**src/rtl/parcel_seq_pkg.sv**
```systemverilog
package parcel_seq_pkg;
  // Strobes from the sequencing control to the parcel datapath
  typedef struct packed {
    logic advance;   // step the parcel pointer by one
    logic restart;   // force the parcel pointer to zero
  } seqStrobe_t;
endpackage

```
**src/rtl/parcel_seq_dp.sv**
```systemverilog
module parcel_seq_dp
  import parcel_seq_pkg::*;
#(
  parameter int PARCEL_W = 15,
  parameter int PARCELS  = 4
) (
  input  logic                      clk,
  input  logic                      rstN,
  input  logic [PARCEL_W*PARCELS-1:0] wordIn,
  input  seqStrobe_t                strobe,
  output logic [2*PARCEL_W-1:0]     window,
  output logic                      atLast
);
  localparam int WORD_W = PARCEL_W * PARCELS;
  localparam int PTR_W  = (PARCELS > 1) ? $clog2(PARCELS) : 1;
  localparam logic [PTR_W-1:0] LAST_PTR = PTR_W'(PARCELS - 1);

  logic [PTR_W-1:0]    ptr;
  logic [PARCEL_W-1:0] slots [PARCELS+1];
  logic [PTR_W:0]      nextIdx;

  // Slice the word, leftmost parcel first; one trailing zero slot pads the window
  for (genvar i = 0; i < PARCELS; i++) begin : g_slice
    assign slots[i] = wordIn[WORD_W-1-i*PARCEL_W -: PARCEL_W];
  end
  assign slots[PARCELS] = '0;

  assign nextIdx = {1'b0, ptr} + (PTR_W+1)'(1);
  assign window  = {slots[ptr], slots[nextIdx]};
  assign atLast  = (ptr == LAST_PTR);

  always_ff @(posedge clk) begin
    if (!rstN || strobe.restart) begin
      ptr <= '0;
    end else if (strobe.advance) begin
      ptr <= atLast ? '0 : ptr + PTR_W'(1);
    end
  end


  hold_ptr_chk: assert property (@(posedge clk) disable iff (!rstN)
    (!strobe.advance && !strobe.restart) |=> $stable(ptr));


  restart_zero_chk: assert property (@(posedge clk) disable iff (!rstN)
    strobe.restart |=> (ptr == '0));


  pad_zero_chk: assert property (@(posedge clk) disable iff (!rstN)
    atLast |-> (window[PARCEL_W-1:0] == '0));
endmodule

```
**src/rtl/parcel_seq_ctrl.sv**
```systemverilog
module parcel_seq_ctrl
  import parcel_seq_pkg::*;
(
  input  logic       clk,
  input  logic       rstN,
  input  logic       wordValid,
  input  logic       isLong,
  input  logic       stall,
  input  logic       flush,
  input  logic       atLast,
  output seqStrobe_t strobe,
  output logic       windowValid,
  output logic       wordDone,
  output logic       lenError
);
  logic skipPend;
  logic issueNow;
  logic stepNow;

  assign windowValid = wordValid && !skipPend && !flush;
  assign issueNow    = windowValid && !stall;
  assign stepNow     = wordValid && !stall && !flush;
  assign wordDone    = stepNow && atLast;
  assign lenError    = windowValid && isLong && atLast;

  assign strobe.advance = stepNow;
  assign strobe.restart = flush;

  always_ff @(posedge clk) begin
    if (!rstN || flush) begin
      skipPend <= 1'b0;
    end else if (stepNow) begin
      // A long instruction not in the last slot skips its second half next cycle
      skipPend <= issueNow && isLong && !atLast;
    end
  end


  long_skip_chk: assert property (@(posedge clk) disable iff (!rstN)
    (windowValid && isLong && !atLast && !stall) |=> !windowValid);


  done_at_last_chk: assert property (@(posedge clk) disable iff (!rstN)
    wordDone |-> atLast);


  no_word_chk: assert property (@(posedge clk) disable iff (!rstN)
    !wordValid |-> (!windowValid && !wordDone));


  last_long_short_chk: assert property (@(posedge clk) disable iff (!rstN)
    (lenError && !stall && wordValid) |=> (windowValid || !wordValid || flush));
endmodule

```
**src/rtl/parcel_sequencer.sv**
```systemverilog
module parcel_sequencer
  import parcel_seq_pkg::*;
#(
  parameter int PARCEL_W = 15,
  parameter int PARCELS  = 4
) (
  input  logic                          clk,
  input  logic                          rstN,
  input  logic [PARCEL_W*PARCELS-1:0]   wordIn,
  input  logic                          wordValid,
  input  logic                          isLong,
  input  logic                          stall,
  input  logic                          flush,
  output logic [2*PARCEL_W-1:0]         window,
  output logic                          windowValid,
  output logic                          wordDone,
  output logic                          lenError
);
  seqStrobe_t strobe;
  logic       atLast;

  parcel_seq_ctrl i_ctrl (
    .clk         (clk),
    .rstN        (rstN),
    .wordValid   (wordValid),
    .isLong      (isLong),
    .stall       (stall),
    .flush       (flush),
    .atLast      (atLast),
    .strobe      (strobe),
    .windowValid (windowValid),
    .wordDone    (wordDone),
    .lenError    (lenError)
  );

  parcel_seq_dp #(
    .PARCEL_W (PARCEL_W),
    .PARCELS  (PARCELS)
  ) i_dp (
    .clk    (clk),
    .rstN   (rstN),
    .wordIn (wordIn),
    .strobe (strobe),
    .window (window),
    .atLast (atLast)
  );
endmodule

```
**config.mk**
```make
export PLATFORM = sky130hd
export DESIGN_NAME = parcel_sequencer
export DESIGN_NICKNAME = d
export VERILOG_FILES = /design/src/rtl/parcel_seq_pkg.sv /design/src/rtl/parcel_seq_dp.sv /design/src/rtl/parcel_seq_ctrl.sv /design/src/rtl/parcel_sequencer.sv
export SDC_FILE = /design/constraint.sdc
export NUM_CORES = 1
export LEC_CHECK = 0
export ABC_AREA = 1
export BUFFER_PORTS_ARGS = -buffer_cell sky130_fd_sc_hd__buf_4
export CORE_ASPECT_RATIO = 0.6
export CORE_MARGIN = 3
export CORE_UTILIZATION = 42
export CTS_CLUSTER_DIAMETER = 80
export CTS_CLUSTER_SIZE = 14
export DETAILED_ROUTE_END_ITERATION = 12
export MAX_ROUTING_LAYER = met4
export PLACE_DENSITY = 0.9
export SYNTH_ARGS = -nofsm -noshare
export SYNTH_HDL_FRONTEND = slang
export SYNTH_HIERARCHICAL = 1
export SYNTH_SLANG_ARGS = --single-unit
```
**constraint.sdc**
```tcl
create_clock -name clk -period 1.8 [get_ports clk]
set_clock_uncertainty 0.15 [all_clocks]
set_input_delay 0.27 -clock clk [delete_from_list [all_inputs] [get_ports clk]]
set_output_delay 0.27 -clock clk [all_outputs]
set_load 0.02 [all_outputs]
```
==> results.md <==
Outcome:
- The run finished, with violations left.
- The checks that failed: setup timing.

Setup path:
- The data arrival time at the worst-slack endpoint is 1490 ps.
- The launching element type of the critical path is a flip-flop.
- For the worst setup path, the data required time is 1380 ps.
- The timing endpoint of the critical path is window[8].
- The critical path is of the reg2out type.
- The worst setup path is captured at an output pin.
- The critical register-to-register path startpoint is i_dp/ptr[0].
- For the worst flop-to-flop path, the logic depth is 4.
- The destination of the worst register-to-register timing path is i_dp/ptr[1].
- The most critical setup path has its startpoint at i_dp/ptr[0].
- In this run the register-to-register setup slack is 170 ps.
- The highest fanout seen on the critical path is 8.

CTS:
- The TritonCTS clock tree is yes.
- Clock tree synthesis found a total of 3 sinks.
- The post-CTS clock slew at the launch and capture registers of the worst setup and hold paths is 30 ps.
- Buffers inserted during clock tree synthesis total 3.
- The count of hold-fix buffers inserted at cts is 0.
- The number of buffers on the longest clock path is 2.
- The latest clock arrival within the worst-skew pair is 210 ps.
- The total number of H-tree levels is 1.
- The cell sitting at the root of the clock tree is a clkbuf_8.

Place:
- At the end of routability-driven placement, the weighted congestion stood at 0.8277.
- The HPWL after detailed placement is 3649 um.
- OpenSTA, run right after detailed placement, puts the worst setup slack at 18.86 ps.
- Including well taps, the total number of placed cells is 418.
- The number of port buffers is 98.
- After detailed placement, the total cell area comes to 0.002103 mm^2.

Routing:
- The number of vias in the routed layout is 2,235.
- The first routing iteration left 203 violations.
- After detailed routing, the average wire length per cell comes to 13.60 um.
- The total length of routed wires is 5809 um.
- The final antenna-violating net count is 0.
- The pre-antenna-repair detailed-routing pass consisted of 5 iterations.
- Using the TritonRoute via totals, the vias-per-cell ratio works out to 5.234.
- For this run, design rule violations remaining after detail routing come to 0.

Floorplanning:
- The floorplan has 15 rows.
- The initial core utilization is 46.09%.
- The die height is 50.60 um.
- The die is 80.34 um wide.
- The core region is 0.003022 mm^2.
- The number of ports placed on the die boundary is 99.
- The die area is 0.004065 mm^2.

Synthesis:
- Yosys mapped a number of flops with a built-in enable equal to 0.
- The portion of synthesized cell area occupied by the leading cell type is 21.29%.
- The share of synthesized registers carrying an async set or reset is 0%.
- The fraction of the mapped netlist area in compound gates is 27.85%.
- For this run, the leading register cell type out of synthesis is dfxtp_1.
- A synthesized cell averages 4.721 um^2.
- The fraction of synthesized cell area in xor and xnor cells is 0%.
- After synthesis, the cell types taking the most area are nand2_1, inv_1, a21oi_1, nand3_1, o21ai_0.
- The fraction of the mapped netlist area in simple logic gates is 36.30%.
- In the synthesized netlist, the number of instances is 295.
- The post-synthesis mux area share is 0%.
- Summed over all instances, the cell type with the most area after synthesis is nand2_1.
- By count the netlist is led by nand2_1, inv_1, a21oi_1, nand3_1, o21ai_0.
- By area, the combinational part of the netlist is dominated by simple AND/OR/NAND/NOR gates.
- Synthesis produced a netlist with a net count of 362.
- The library cell with the highest instance count after synthesis is nand2_1.
- The mapped cell area is 0.001393 mm^2.
- The share of synthesized cell area in full adder, half adder and majority cells is 0.8985%.
- During synthesis, Yosys emitted a total of 6 warnings.
- Counting flops and latches in the post-synthesis netlist gives 3.
- The unique cell type count in the Yosys netlist is 21.
- The sequential element share of the synthesized area is 4.313%.

Cells and area:
- The total number of nets in the final design is 453.
- Cells with a size suffix above 1 make up 38.70% of the layout.
- The area growth from synthesis to layout is 72.60%.
- Summing all flip-flop and latch instances after layout gives 65.06 um^2.
- Counting the fill cells in the layout gives 215.
- The footprint of the multi-input gates is 0.001045 mm^2.
- The number of antenna cells inserted is 0.
- The cell area after layout is 0.002404 mm^2.
- The post-route non-filler standard cell count is 427.

Timing:
- At the pin with the least slew margin, the transition time is 254.3 ps.
- The worst path setup slack after routing is -113.1 ps.
- The achievable clock frequency is 0.5227 GHz.
- The final-report max-slew violation count is 0.
- Setup repair after global routing could not meet its margin everywhere.
- The minimum period implied by the final worst setup slack is 1913 ps.
- The count of endpoints failing setup in the final report is 16.
- The worst slew margin relative to its limit is 83.01%.
- Of the available clock period, the critical path in the final layout requires 106.3%.
- The number of failing hold endpoints at the final stage is 0.

Min path:
- The worst hold path was traced through 3 stages.
- The class of the worst hold path is in2reg.

Global routing:
- The number of antenna violations at the first check in global routing is 0.
- The global-route wire length before repair is 7783 um.
- The number of global-route vias before repair is 1,815.
- The overall routing resource usage is 23.87%.
- Entering global routing, the biggest net connects 62 pins.
- The total congestion overflow after global routing is 0.

Power:
- IR analysis of the VDD net gives a maximum drop of 300.7 uV.
- The power density over the cells is 334.8 mW/mm^2.
- Summed over all cells, the static leakage comes to 1.384 nW.

Run:
- The count of max-cap constraint violations is 0.
-- power by group --
part | internal [W] | switching (W) | total [W]
Combinational | 0.000265 | 0.000278 | 0.000543
Sequential | 0.0000678 | 0.00000247 | 0.0000703
Clock | 0.000151 | 0.0000409 | 0.000192
-- metrics by stage --
step / TNS (ps) / power, W / util [%] / hold slack [ps]
final: -1050 / 0.0008048 / 79.54 / 172.6
after global routing: -2002 / 0.0008592 / 79.54 / 191.5
after CTS: -844.3 / 0.0007615 / 73.13 / 172.1
after detailed placement: 0 / 0.0005555 / 69.61 / 388.3
after global placement: 0 / 0.0005496 / 69.61 / 381.0
after floorplan: 0 / 0.0003283 / - / 258.5
-- layout make-up --
cell class / count / area share [%]
Tap cell: 42 / 2.186
Timing Repair inverter: 1 / 0.3123
Inverter: 71 / 11.97
Multi-Input combinational cell: 198 / 43.47
Timing Repair Buffer: 108 / 37.48
Clock buffer: 4 / 1.874
Sequential cell: 3 / 2.707
-- logic make-up (layout without fill, tap and decap cells) --
kind of cell             after synthesis  count (layout)
AO/OA/AOI/OAI                         77              77
flip-flops                             3               3
buffers and inverters                 94             184
adder cells (fa/ha/maj)                1               1
AND/OR/NAND/NOR                      120             120
-- worst min path at each step --
stage                          from              end
floorplan                      rstN  i_ctrl/skipPend
global placement    i_ctrl/skipPend  i_ctrl/skipPend
detailed placement             rstN  i_ctrl/skipPend
CTS                            rstN  i_ctrl/skipPend
global route                   rstN  i_ctrl/skipPend
finish                         rstN  i_ctrl/skipPend
-- per-layer routing --
layer / GRT usage [%] / up-vias / share of wire [%]
li1: - / 1091 / -
met1: 32.21 / 977 / 41
met2: 39.01 / 151 / 45
met3: 3.047 / 16 / 13
met4: 3.371 / 0 / 1.6
met5: - / - / 0
-- flip-flops by register name, summed over array words and instances, names as in the netlist --
name,count
i_dp/ptr,2
i_ctrl/skipPend,1
-- repair_timing --
action	4_1_cts	5_1_grt
buffers inserted	1	2
pin swaps	0	14
gates cloned	1	1
gates resized for setup	11	39
endpoints found under the setup margin	30	31
-- critical path, cell delays in order, from the launching register on --
cell and delay [ps]:
dfxtp_4 360, ha_4 320, clkinvlp_4 250, nand3_2 140
a21oi_2 60, buf_4 160
-- cells in the final DEF (no fill, tap or decap), drive strengths merged --
master,instances
nor3b,1
clkbuf,5
nor2,5
dfxtp,3
a211oi,1
nand4,1
clkinvlp,1
ha,1
o21ai,30
buf,107
or2,1
nand2,79
nand3,33
a21oi,46
inv,71
Note: power is estimated with default switching activity, not from simulation.
